<file path="src/rtl/eqt_pkg.sv">
package eqt_pkg;

  localparam int CFG_W   = 32;
  localparam int LIMIT_W = 28;

  localparam logic [LIMIT_W-1:0] LIMIT_RST_FULL  = 28'd125000;
  localparam logic [LIMIT_W-1:0] LIMIT_RST_SHORT = 28'd300;

  typedef enum logic [1:0] {
    ABT_1US   = 2'd0,
    ABT_10US  = 2'd1,
    ABT_100US = 2'd2,
    ABT_1MS   = 2'd3
  } abort_mode_e;

  typedef struct packed {
    logic [LIMIT_W-1:0] eval_limit;
    logic               rsvd;
    logic               decouple;
    abort_mode_e        mode;
  } ctrl_t;

  function automatic ctrl_t ctrl_from_word(logic [CFG_W-1:0] w);
    ctrl_t c;
    c      = ctrl_t'(w);
    c.rsvd = 1'b0;
    return c;
  endfunction

  function automatic logic [31:0] abort_ticks(abort_mode_e m, logic [31:0] t0,
                                              logic [31:0] t1, logic [31:0] t2,
                                              logic [31:0] t3);
    case (m)
      ABT_1US:   return t0;
      ABT_10US:  return t1;
      ABT_100US: return t2;
      default:   return t3;
    endcase
  endfunction

endpackage

</file>
<file path="src/rtl/eqt_ctrl_reg.sv">
module eqt_ctrl_reg #(
  parameter bit SHORT_SIM = 1'b0
) (
  input  logic                         clk,
  input  logic                         rst_n,
  input  logic                         wr_en,
  input  logic [eqt_pkg::CFG_W-1:0]    wdata,
  output eqt_pkg::ctrl_t               ctrl
);
  import eqt_pkg::*;

  localparam logic [LIMIT_W-1:0] LIMIT_RST = SHORT_SIM ? LIMIT_RST_SHORT : LIMIT_RST_FULL;

  always_ff @(posedge clk or negedge rst_n) begin
    if (!rst_n) begin
      ctrl.eval_limit <= LIMIT_RST;
      ctrl.rsvd       <= 1'b0;
      ctrl.decouple   <= 1'b0;
      ctrl.mode       <= ABT_1MS;
    end else if (wr_en) begin
      ctrl <= ctrl_from_word(wdata);
    end
  end

endmodule

</file>
<file path="src/rtl/eqt_tick_gen.sv">
module eqt_tick_gen #(
  parameter int TICK_CYCLES = 1
) (
  input  logic clk,
  input  logic rst_n,
  output logic tick
);
  generate
    if (TICK_CYCLES <= 1) begin : g_every_clock
      assign tick = 1'b1;
    end else begin : g_divided
      localparam int TW = $clog2(TICK_CYCLES);
      localparam logic [TW-1:0] LAST = TW'(TICK_CYCLES - 1);
      logic [TW-1:0] div_q;
      always_ff @(posedge clk or negedge rst_n) begin
        if (!rst_n)              div_q <= '0;
        else if (div_q == LAST)  div_q <= '0;
        else                     div_q <= div_q + 1'b1;
      end
      assign tick = (div_q == LAST);
    end
  endgenerate

endmodule

</file>
<file path="src/rtl/eqt_timer.sv">
module eqt_timer #(
  parameter int W = 8
) (
  input  logic         clk,
  input  logic         rst_n,
  input  logic         clear,
  input  logic         run,
  input  logic [W-1:0] limit,
  output logic [W-1:0] count,
  output logic         hit
);
  logic [W:0] next_ext;

  always_comb next_ext = {1'b0, count} + (W+1)'(1);

  // Fires on the tick that completes `limit` counted ticks (limit 0 acts as 1).
  assign hit = run & ~clear & (next_ext >= {1'b0, limit});

  always_ff @(posedge clk or negedge rst_n) begin
    if (!rst_n)                    count <= '0;
    else if (clear)                count <= '0;
    else if (run && (~count != '0)) count <= count + 1'b1;
  end

endmodule

</file>
<file path="src/rtl/eq_eval_timer.sv">
module eq_eval_timer #(
  parameter int TICK_CYCLES   = 1,
  parameter bit SHORT_SIM     = 1'b0,
  parameter int PHASE_TICKS   = 1500000,
  parameter int ABORT_TICKS_0 = 63,
  parameter int ABORT_TICKS_1 = 625,
  parameter int ABORT_TICKS_2 = 6250,
  parameter int ABORT_TICKS_3 = 62500
) (
  input  logic        clk,
  input  logic        rst_n,
  input  logic        phase_active,
  input  logic        eval_start,
  input  logic        phy_status,
  input  logic        cfg_wr,
  input  logic [31:0] cfg_wdata,
  output logic [31:0] cfg_rdata,
  output logic        rx_eq_eval,
  output logic        rx_eq_in_progress,
  output logic        setting_timeout,
  output logic        abort_req
);
  import eqt_pkg::*;

  localparam int PW = $clog2(PHASE_TICKS + 1);
  localparam int AW = $clog2(ABORT_TICKS_3 + 1);   // mode 3 is the longest wait
  localparam logic [PW-1:0] PHASE_LIM = PW'(PHASE_TICKS);

  ctrl_t ctrl;
  logic  tick;

  logic  eval_q, inprog_q, aborted_q, waiting_q;
  abort_mode_e mode_q;

  logic  start_acc, phase_expire;
  logic  set_clr, set_run, set_hit;
  logic  phase_clr, phase_run, phase_hit;
  logic  abort_clr, abort_run, abort_hit;
  logic  decouple;

  logic [LIMIT_W-1:0] set_cnt;
  logic [PW-1:0]      phase_cnt;
  logic [AW-1:0]      abort_cnt;
  logic [31:0]        abort_lim_full;
  logic [AW-1:0]      abort_lim;

  eqt_ctrl_reg #(.SHORT_SIM(SHORT_SIM)) i_ctrl (
    .clk   (clk),
    .rst_n (rst_n),
    .wr_en (cfg_wr),
    .wdata (cfg_wdata),
    .ctrl  (ctrl)
  );

  eqt_tick_gen #(.TICK_CYCLES(TICK_CYCLES)) i_tick (
    .clk   (clk),
    .rst_n (rst_n),
    .tick  (tick)
  );

  // Named events
  assign decouple     = ctrl.decouple;
  assign start_acc    = eval_start & phase_active & ~aborted_q & ~waiting_q;
  assign phase_run    = phase_active & tick & ~aborted_q;
  assign phase_clr    = ~phase_active | aborted_q;
  assign phase_expire = phase_hit;
  assign set_run      = eval_q & tick;
  assign set_clr      = ~eval_q | start_acc;
  assign abort_run    = waiting_q & tick;
  assign abort_clr    = ~waiting_q;

  always_comb begin
    abort_lim_full = abort_ticks(mode_q, 32'(ABORT_TICKS_0), 32'(ABORT_TICKS_1),
                                 32'(ABORT_TICKS_2), 32'(ABORT_TICKS_3));
    abort_lim      = abort_lim_full[AW-1:0];
  end

  eqt_timer #(.W(LIMIT_W)) i_set_tmr (
    .clk   (clk),
    .rst_n (rst_n),
    .clear (set_clr),
    .run   (set_run),
    .limit (ctrl.eval_limit),
    .count (set_cnt),
    .hit   (set_hit)
  );

  eqt_timer #(.W(PW)) i_phase_tmr (
    .clk   (clk),
    .rst_n (rst_n),
    .clear (phase_clr),
    .run   (phase_run),
    .limit (PHASE_LIM),
    .count (phase_cnt),
    .hit   (phase_hit)
  );

  eqt_timer #(.W(AW)) i_abort_tmr (
    .clk   (clk),
    .rst_n (rst_n),
    .clear (abort_clr),
    .run   (abort_run),
    .limit (abort_lim),
    .count (abort_cnt),
    .hit   (abort_hit)
  );

  // Outputs
  assign setting_timeout   = set_hit & ~phase_expire;
  assign abort_req         = phase_expire;
  assign rx_eq_eval        = eval_q & ~phase_expire;
  assign rx_eq_in_progress = inprog_q & ~decouple;
  assign cfg_rdata         = ctrl;

  // Evaluation request
  always_ff @(posedge clk or negedge rst_n) begin
    if (!rst_n)                             eval_q <= 1'b0;
    else if (phase_expire)                  eval_q <= 1'b0;
    else if (start_acc)                     eval_q <= 1'b1;
    else if (setting_timeout || phy_status) eval_q <= 1'b0;
  end

  // Abort bookkeeping within the phase
  always_ff @(posedge clk or negedge rst_n) begin
    if (!rst_n) begin
      aborted_q <= 1'b0;
      mode_q    <= ABT_1MS;
    end else if (phase_expire) begin
      aborted_q <= 1'b1;
      mode_q    <= ctrl.mode;
    end else if (!phase_active) begin
      aborted_q <= 1'b0;
    end
  end

  // In-progress flag and bounded wait for PHY status
  always_ff @(posedge clk or negedge rst_n) begin
    if (!rst_n) begin
      inprog_q  <= 1'b0;
      waiting_q <= 1'b0;
    end else if (phase_expire) begin
      inprog_q  <= eval_q;
      waiting_q <= eval_q;
    end else if (waiting_q) begin
      if (phy_status || abort_hit) begin
        inprog_q  <= 1'b0;
        waiting_q <= 1'b0;
      end
    end else if (start_acc) begin
      inprog_q <= 1'b1;
    end else if (phy_status) begin
      inprog_q <= 1'b0;
    end
  end

  logic unused_cnt;
  assign unused_cnt = ^{set_cnt, phase_cnt, abort_cnt, abort_lim_full};

endmodule

</file>
<file path="config.mk">
export PLATFORM = sky130hd
export DESIGN_NAME = eq_eval_timer
export DESIGN_NICKNAME = d
export VERILOG_FILES = /design/src/rtl/eqt_pkg.sv /design/src/rtl/eqt_ctrl_reg.sv /design/src/rtl/eqt_tick_gen.sv /design/src/rtl/eqt_timer.sv /design/src/rtl/eq_eval_timer.sv
export SDC_FILE = /design/constraint.sdc
export NUM_CORES = 1
export LEC_CHECK = 0
export BUFFER_PORTS_ARGS = -buffer_cell sky130_fd_sc_hd__buf_2
export CAP_MARGIN = 10
export CORE_MARGIN = 4
export CORE_UTILIZATION = 35
export CTS_BUF_LIST = sky130_fd_sc_hd__clkbuf_16
export CTS_CLUSTER_DIAMETER = 60
export DETAILED_ROUTE_END_ITERATION = 8
export SYNTH_ARGS = -nofsm -noshare
export SYNTH_HDL_FRONTEND = slang
export SYNTH_SLANG_ARGS = --single-unit
</file>
<file path="constraint.sdc">
create_clock -name clk -period 6.9 [get_ports clk]
set_input_delay 1.38 -clock clk [delete_from_list [all_inputs] [get_ports clk]]
set_output_delay 1.38 -clock clk [all_outputs]
set_load 0.01 [all_outputs]
</file>
; ---- Word level (Yosys, flattened, before mapping)
; Index checks and enable logic that the tools add are counted.
[totals]
ff_bits = 102
input_bits = 38
word_cells = 84
[classes]
n_addsub = 6
order_cmp = 3
n_eq_ne = 5
mux = 20
bitwise_logic = 25
reduce_logical = 14
[op_table]
columns = op, count
row1 = two-way mux 28 bit, 2
row2 = case mux 16 bit (3 select lines), 1
row3 = two-way mux 21 bit, 2
row4 = two-way mux 16 bit, 2
row5 = "adder 28 x 1 -> 29 bit, second input constant", 1
row6 = >= comparator 29 x 28 -> 1 bit, 1
row7 = "adder 28 x 1 -> 28 bit, second input constant", 1
row8 = inverter 28 bit, 1
row9 = nonzero test 28 bit, 1
row10 = "adder 21 x 1 -> 22 bit, second input constant", 1
row11 = ">= comparator 22 x 21 -> 1 bit, second input constant", 1
row12 = "adder 21 x 1 -> 21 bit, second input constant", 1
row13 = inverter 21 bit, 1
row14 = nonzero test 21 bit, 1
row15 = "adder 16 x 1 -> 17 bit, second input constant", 1
row16 = >= comparator 17 x 16 -> 1 bit, 1
row17 = "adder 16 x 1 -> 16 bit, second input constant", 1
row18 = inverter 16 bit, 1
row19 = nonzero test 16 bit, 1
row20 = two-way mux 1 bit, 13
row21 = bitwise AND 1 bit, 12
row22 = inverter 1 bit, 8
row23 = "!= test 2 x 1 -> 1 bit, second input constant", 2
row24 = nonzero test 2 bit, 2
row25 = other kinds (10), 14

; ---- Depth between registers and ports, before layout
; Gate-level depths: netlist of run 1.
[depth]
depth_word = 12
depth_mapped = 15
mapped_depth_nobuf = 15

; ---- Cells and area by module
; Synthesis of run 1 repeated with hierarchy kept, for this count alone.
[hier_totals]
hier_cells = 826
area_unflattened_um2 = 7566.0
[by_module_without_submodules]
columns = module, instances, cells_per_inst, area_each_um2
row1 = eqt_timer at i_set_tmr, 1, 307, 2603.7
row2 = eqt_timer at i_phase_tmr, 1, 231, 1910.6
row3 = eqt_timer at i_abort_tmr, 1, 169, 1417.6
row4 = eqt_ctrl_reg, 1, 67, 1181.1
row5 = eq_eval_timer, 1, 50, 441.7
row6 = eqt_tick_gen, 1, 2, 11.3

; ---- Worst setup path after synthesis of run 1
; OpenSTA, ideal clock, no wires.
[synth_path]
kind = reg2out
from = register i_set_tmr.count[6]
to = output setting_timeout
arrival_ns = 2.851
t_required_ns = 5.520
setup_slack_ns = 2.669
stages_incl_launch_ff = 15
n_path_buf = 0
cell_sequence = dfrtp_1 > and4_1 > and4_1 > and2_1 > nand3_1 > nor2b_1 > xnor2_1 > inv_1 > ha_1 > and4_1 > nand3_1 > a21oi_1 > o21ai_0 > a21o_1 > a311oi_1
[synth_via]
elab_chain_len = 4
[synth_rtl]
columns = element, line
row1 = from (decl), eqt_timer.sv:9  ; output logic [W-1:0] count,
row2 = from (signal assigned), eqt_timer.sv:22  ; else if (run && (~count != '0)) count <= count + 1'b1;
row3 = adder 28 x 1 -> 29 bit, eqt_timer.sv:14  ; always_comb next_ext = {1'b0, count} + (W+1)'(1);
row4 = >= comparator 29 x 28 -> 1 bit, eqt_timer.sv:17  ; assign hit = run & ~clear & (next_ext >= {1'b0, limit});
row5 = bitwise AND 1 bit, eqt_timer.sv:17
row6 = bitwise AND 1 bit, eq_eval_timer.sv:109  ; assign setting_timeout = set_hit & ~phase_expire;
row7 = to (decl), eq_eval_timer.sv:20  ; output logic setting_timeout,
; Every way passes these cells.

; ---- Worst setup path in the final report of run 1
; Ends and elaborated chain as after synthesis.

==> metrics.yaml, run 1 <==
status: "completed"
hold_buffers: 0
layout.nets: 813
grt_start_max_net_pins: 59
synthTopCellsByArea: "dfrtp_1, ha_1, dfstp_2"
synth_ff_type: "dfrtp_1"
worst_r2r_endpoint: "eval_q"
place_area_mm2: 0.00678
clock_latency_ns: 0.36
min_path_type: "reg2reg"
max_freq_mhz: 184
port_buffers: 71
period_needed_ns: 5.44
drt-pass1-iter-count: 4
wl_per_cell_um: 13.9
setup.worst_path.start_class: "flip-flop"
antenna_left: 0
relSlewSlack: 0.292
irDropWorstVdd_uv: 130
yosys-top-cells-count: "dfrtp_1, inv_1, nand2_1, a21oi_1, ha_1"
clock_skew_ns: 0.00763
rrSetupSlack_ns: 3.51
reg2reg_from: "i_set_tmr.count[6]"
antenna_cells: 0
clk_pin_slew_ns: 0.07
die-height_um: 141
placementRows: 48
synth_top_area_share: 0.366
hold_start: "aborted_q"
die_area_mm2: 0.0200
syn_avg_cell_area_um2: 9.35
syn2layout_area_growth_pct: 14.4
register_area_mm2: 0.00257
via_per_inst: 5.06
routed_wl_um: 13300
whs_ns: 0.516
clock-sinks: 102
arrival_ns: 4.06
core-area_mm2: 0.0174
drc: 0
yosysMostFrequentCell: "dfrtp_1"
htree_num_levels: 3
cts_setup_buffers: 0
hold_viol: 0
yosysSeqAreaShare: 0.413
io_pins: 74
crit_fanout: 5
holdPathStages: 1
design_area_mm2: 0.00711
cts_made_buffers: 9
synth_area_mm2: 0.00621
dieWidth_um: 141
fin_tns_setup_ns: 0
synth_nets: 753
cts_resized: 0
gp_congestion: 0.770
multi_input_area_mm2: 0.00332
synth_seq_cells: 102
drv_slew: 0
tightest_slew_ns: 1.06
setup_viol: 0
grt_use_total: 0.139
vias: 4834
hpwl_um: 9510
drive_gt1_frac: 0.164
yosysTopAreaCell: "dfrtp_1"
cts_buffer_depth: 2
cts_tree: "done"
cts-root-buf: "clkbuf_16"
end_kind: "output pin"
rsz0062_at_grt: "no"
fin_crit_sh: 0.788
n_fill_cell: 1725
async_flop_share: 1.00
netlist_instances: 665
start_util: 0.358
synth_edf_count: 0
overflow: 0
required_ns: 5.52
synth-warning-count: 0
grt_pass1_vias: 4675
synth_cell_type_count: 62
critical_path_class: "reg2out"
power_leakage_nw: 3.50
antenna_found_initial: 0
r2r_cells: 13
holdPathEnd: "aborted_q"
dr.first_iter.drc_count: 222
cap_violations: 0
powerDensity_mw_per_mm2: 187
grt_pass1_wl_um: 22700
-- critical path: stages, from the launching register on --
cell	delay, ns
dfrtp_1	0.41
and4_1	0.24
and4_1	0.25
and2_1	0.20
nand3_1	0.23
xor2_1	0.25
inv_1	0.07
ha_1	0.28
nand4_1	0.17
nor4_1	0.47
o21ai_0	0.23
a21o_1	0.25
a311oi_1	0.43
buf_2	0.22
-- area by class of cell --
type / count / share of cell area
Clock buffer: 9 / 0.0317
Sequential cell: 102 / 0.361
Multi-Input combinational cell: 477 / 0.468
Inverter: 61 / 0.0322
Clock inverter: 7 / 0.0144
Timing Repair Buffer: 74 / 0.0535
Tap cell: 225 / 0.0396
-- kinds of logic (layout without fill, tap and decap cells) --
family	after synthesis	after routing	share of synthesized area
and+or+nand+nor	207	207	0.181
other	1	1	0.000603
adders and majority gates	50	50	0.101
DFF	102	102	0.413
xor gates and xnor gates	59	59	0.0831
muxes	13	13	0.0228
AOI/OAI and AO/OA	147	147	0.147
buffers and inverters	86	151	0.0527
-- through the flow --
step / cells / setup slack (ns) / utilization / total power [mW]
final: 955 / 1.46 / 0.410 / 1.33
after global routing: 955 / 1.18 / 0.410 / 1.40
after CTS: 955 / 1.39 / 0.410 / 1.36
after detailed placement: 939 / 1.81 / 0.391 / 0.776
after global placement: 939 / 1.78 / 0.391 / 0.774
after floorplan: 665 / 2.67 / - / 0.714
-- cell usage in the layout, fill, tap and decap left out, types with 11 or more instances in the layout --
| master | instances |
|---|---|
| a21oi_1 | 52 |
| inv_1 | 61 |
| nand3_1 | 31 |
| nand4_1 | 19 |
| nor2b_1 | 15 |
| dfrtp_1 | 91 |
| dfstp_2 | 11 |
| xnor2_1 | 33 |
| and3_1 | 15 |
| nand2_1 | 54 |
| o21a_1 | 13 |
| buf_2 | 70 |
| o21ai_0 | 39 |
| xor2_1 | 26 |
| nor2_1 | 33 |
| ha_1 | 50 |
| and4_1 | 11 |
-- state kept, by name, indices dropped and copies added, names as in the netlist --
name               flops
i_ctrl.ctrl           31
aborted_q              1
i_abort_tmr.count     16
mode_q                 2
eval_q                 1
waiting_q              1
i_phase_tmr.count     21
i_set_tmr.count       28
inprog_q               1
-- worst max path at each step --
stage,from,to,slack [ns]
6_report,i_set_tmr.count[6],setting_timeout,1.46
5_1_grt,i_set_tmr.count[6],setting_timeout,1.18
4_1_cts,i_set_tmr.count[6],setting_timeout,1.39
3_5_place_dp,i_set_tmr.count[6],setting_timeout,1.81
3_3_place_gp,i_set_tmr.count[6],setting_timeout,1.78
2_1_floorplan,i_set_tmr.count[6],setting_timeout,2.67
-- metal layers --
metal	up-vias	GRT usage	part of all wire
li1	2443	-	-
met1	2294	0.184	0.47
met2	84	0.229	0.47
met3	13	0.0330	0.042
met4	0	0.0352	0.010
met5	-	0	0
-- power by group --
| part | internal, mW | total, mW | switching, mW |
|---|---|---|---|
| logic | 0.0468 | 0.123 | 0.0762 |
| clock network | 0.323 | 0.569 | 0.246 |
| registers | 0.622 | 0.638 | 0.0157 |
Power figures use the tool's default switching activity.
==> inputs of run 2 (changes only) <==
- ABC_AREA: not set -> 1
- clock period: 6.9 -> 4.4 ns (I/O delays scaled with it)
==> run 2 against run 1 <==
  * Combinational power increased by 120%
  * Wire length is 22% higher
  * Cell area increased by 7.8%
  * Count of clock-buffer cells in the layout unchanged
  * Critical path depth increased by 8
  * Sequential share of layout area decreased by 2.6 points
  * Via count rose by 17%
  * Clock power rose by 48%
  * Non-clock buffer count increased by 4
  * Area after synthesis up 6.2%
  * Global-route usage up 1.8 points
  * Cell count increased by 23%
  * Highest routed layer unchanged
==> metrics.yaml, run 2 <==
yosysTopAreaCell: "dfrtp_1"
yosysSeqAreaShare: 0.389  # -0.0240
yosysMostFrequentCell: "nand2_1"
dieWidth_um: 145  # +2.9%
die-height_um: 145  # +2.9%
grt_use_total: 0.157  # +0.0177
synth_top_area_share: 0.345  # -0.0213
synth-adder-area-share: 0.0948  # -0.00586
reg.largest.list: "i_ctrl.ctrl (31), i_set_tmr.count (28), i_phase_tmr.count (21)"
register_area_mm2: 0.00257  # about the same
drt-pass1-iter-count: 5  # +1
n_fill_cell: 1859  # +7.8%
synth-warning-count: 0  # unchanged
synth_cell_type_count: 36  # -42%
max_freq_mhz: 233
synth_seq_cells: 102  # unchanged
synth_ff_type: "dfrtp_1"
synth_top_family_by_area: "simple AND/OR/NAND/NOR gates"
required_ns: 3.52  # -2.00 ns
gp_congestion: 0.910  # +18%
drv_slew: 0  # unchanged
p_clk_frac: 0.399  # -0.029
wl_per_cell_um: 13.8  # -0.45%
fin_util: 0.420  # +0.00993
cts_made_buffers: 9  # unchanged
clk_pin_slew_ns: 0.07  # about the same
crit_chain: "ha_4 -> nand2_4 -> nor2_4 -> nand2_4 -> nor2_4 -> nand2_1 -> nor4_2 -> nand2_1 -> nor2_1 -> xor2_1 -> inv_1 -> ha_1 -> nand2_1 -> inv_1 -> a221oi_2 -> nand3_1 -> nor2_2 -> nand3_2 -> nand2_2 -> nor2_2 -> buf_2"
cts-root-buf: "clkbuf_16"
irDropWorstVdd_uv: 143  # +9.7%
dr_wl_met2_um: 7710  # +22%
routed_wl_um: 16200  # +22%
routed.top_layer: "met4"
cts_tree: "done"
vias: 5646  # +17%
crit_fanout: 4  # -1
syn_avg_cell_area_um2: 7.63  # -18%
dr_wl_met3_um: 570  # +2.0%
synth_simple_gate_area_share: 0.277  # +0.0964
cts_buffer_depth: 2  # unchanged
power_leakage_nw: 3.91  # +12%
core-area_mm2: 0.0183  # +5.3%
synthTopCellsByArea: "dfrtp_1, nand2_1, ha_1"
placementRows: 49  # +2.1%
layout_commonest_cell: "nand2_1"
via_per_inst: 4.82  # -4.7%
dr.first_iter.drc_count: 378  # +70%
critical_path_class: "reg2out"
hold_viol: 0  # unchanged
p_switching_mw: 0.586  # +73%
synth_compound_area_frac: 0.0988  # -0.0478
final_cell_mix: "nand2_1, inv_1, dfrtp_1"
layout.nets: 1025  # +26%
setup.worst_path.start_class: "flip-flop"
yosys-top-cells-count: "nand2_1, inv_1, dfrtp_1, nor2_1, o21ai_0"
arrival_ns: 3.41  # -0.65 ns
met1Wirelength_um: 7490  # +19%
status: "completed"
grt_pass1_vias: 5661  # +21%
antenna_left: 0  # unchanged
sequentialPowerShare: 0.475  # -0.004
antenna_found_initial: 0  # unchanged
largest_register: "i_ctrl.ctrl"
start_util: 0.361  # +0.00312
die_area_mm2: 0.0211  # +5.8%
p_int_mw: 1.53  # +54%
sw_frac_of_total: 0.277  # +0.0228
synth_xor_area_frac: 0.0504  # -0.0327
synth_nets: 953  # +27%
end_kind: "output pin"
synth_area_mm2: 0.00660  # +6.2%
netlist_instances: 865  # +30%
grt_start_max_net_pins: 81  # +37%
largest_reg_flops: 31  # unchanged
crit_path_top_delay_cell: "dfrtp_1"
tightest_slew_ns: 1.02  # -0.0437 ns
syn2layout_area_growth_pct: 16.2
cpMostUsedCell: "nand2_1"
setup_viol: 0  # unchanged
max_stage_delay_ns: 0.39  # -0.08 ns
min_path_type: "reg2reg"
clock_latency_ns: 0.36  # about the same
hpwl_um: 12300  # +29%
fin_crit_sh: 0.976
port_buffers: 71  # unchanged
rsz0062_at_grt: "yes"
multi_input_area_mm2: 0.00360  # +8.3%
synth.area.mux_share: 0.00341  # -0.0193
io_pins: 74  # unchanged
powerDensity_mw_per_mm2: 276  # +48%
power_frac_comb: 0.126  # +0.034
htree_num_levels: 3  # unchanged
grt_pass1_wl_um: 27300  # +21%
overflow: 0  # unchanged
relSlewSlack: 0.322  # +0.0291
clock-sinks: 102  # unchanged
antenna_cells: 0  # unchanged
fin_tns_setup_ns: 0  # unchanged
period_needed_ns: 4.29
cap_violations: 0  # unchanged
drc: 0  # unchanged
drive_gt1_frac: 0.174  # +0.00971
clock_skew_ns: 0.00873  # +0.00110 ns
async_flop_share: 1.00  # unchanged
total_power_mw: 2.12  # +59%
synth_edf_count: 0  # unchanged
run 2: cell types whose count changed in the layout (fill, tap and decap cells not counted), moves of 19 or more:
cell	previous run	this run
nor2_1	33	67
a21oi_1	52	33
xnor2_1	33	5
o21ai_0	39	67
inv_1	61	126
nand2_1	54	213
run 2: final cells by class:
cell class	instances	area share
flip-flops and latches	102	0.335
clock buffers	9	0.0294
repair buffers	78	0.0535
clock inverters	7	0.0103
well taps	229	0.0374
multi-input cells	614	0.470
inverters	132	0.0646
run 2: timing repair:
item,CTS,global route
hold endpoints to repair,0,0
pin swaps,0,10
gates resized for setup,8,19
endpoints found under the setup margin,1,1
hold buffers,0,0
setup buffers,2,3
run 2: worst max-delay path: cells and delay by family, from the launching register on:
kind	cells	cell delay [ns]
AO/OA/AOI/OAI	1	0.20
XOR/XNOR	1	0.20
adder cells (fa/ha/maj)	2	0.45
buffers and inverters	3	0.25
flip-flops	1	0.39
AND/OR/NAND/NOR	14	1.55
run 2: per-layer routing:
metal  track usage  vias up
met4        0.0622        0
met5             0        -
met3        0.0268       26
met1         0.201     2594
met2         0.263       97
li1              -     2929
run 2: worst paths after layout:
path / depth (start not counted) / slack (ns) / to / start
setup reg to reg: 19 / 1.27 / eval_q / i_set_tmr.count[1]
hold / removal: 2 / 0.49 / mode_q[0] / i_ctrl.ctrl[0]
min in group asynchronous: 1 / 0.69 / i_phase_tmr.count[10] / rst_n
setup / recovery: 21 / 0.11 / setting_timeout / i_set_tmr.count[1]
hold reg to reg: 2 / 0.49 / mode_q[0] / i_ctrl.ctrl[0]
max in group asynchronous: 2 / 2.75 / mode_q[0] / rst_n
run 2: logic make-up (layout without fill, tap and decap cells):
family,count (synthesis),count (layout)
buffers and inverters,149,226
AND/OR/NAND/NOR,402,402
AO/OA/AOI/OAI,121,121
other,1,1
flip-flops,102,102
XOR/XNOR,38,38
multiplexers,2,2
adder cells (fa/ha/maj),50,50
run 2: through the flow:
| stage | cells | hold WS [ns] | instance area, um2 | setup WS (ns) |
|---|---|---|---|---|
| 2_1_floorplan | 865 | 0.480 | 6600 | 0.872 |
| 3_3_place_gp | 1150 | 0.483 | 7190 | 0.236 |
| 3_5_place_dp | 1150 | 0.480 | 7190 | 0.202 |
| 4_1_cts | 1168 | 0.495 | 7540 | 0.0523 |
| 5_1_grt | 1171 | 0.513 | 7660 | -0.0806 |
| 6_report | 1171 | 0.490 | 7660 | 0.107 |
run 2: power groups by stage:
stage	combinational, mW	clock (mW)	sequential, mW
after global routing	0.309	0.901	1.01
after detailed placement	0.245	0	1.03
after floorplan	0.126	0	1.04
after global placement	0.244	0	1.03
after CTS	0.267	0.864	1.00
final	0.267	0.844	1.01
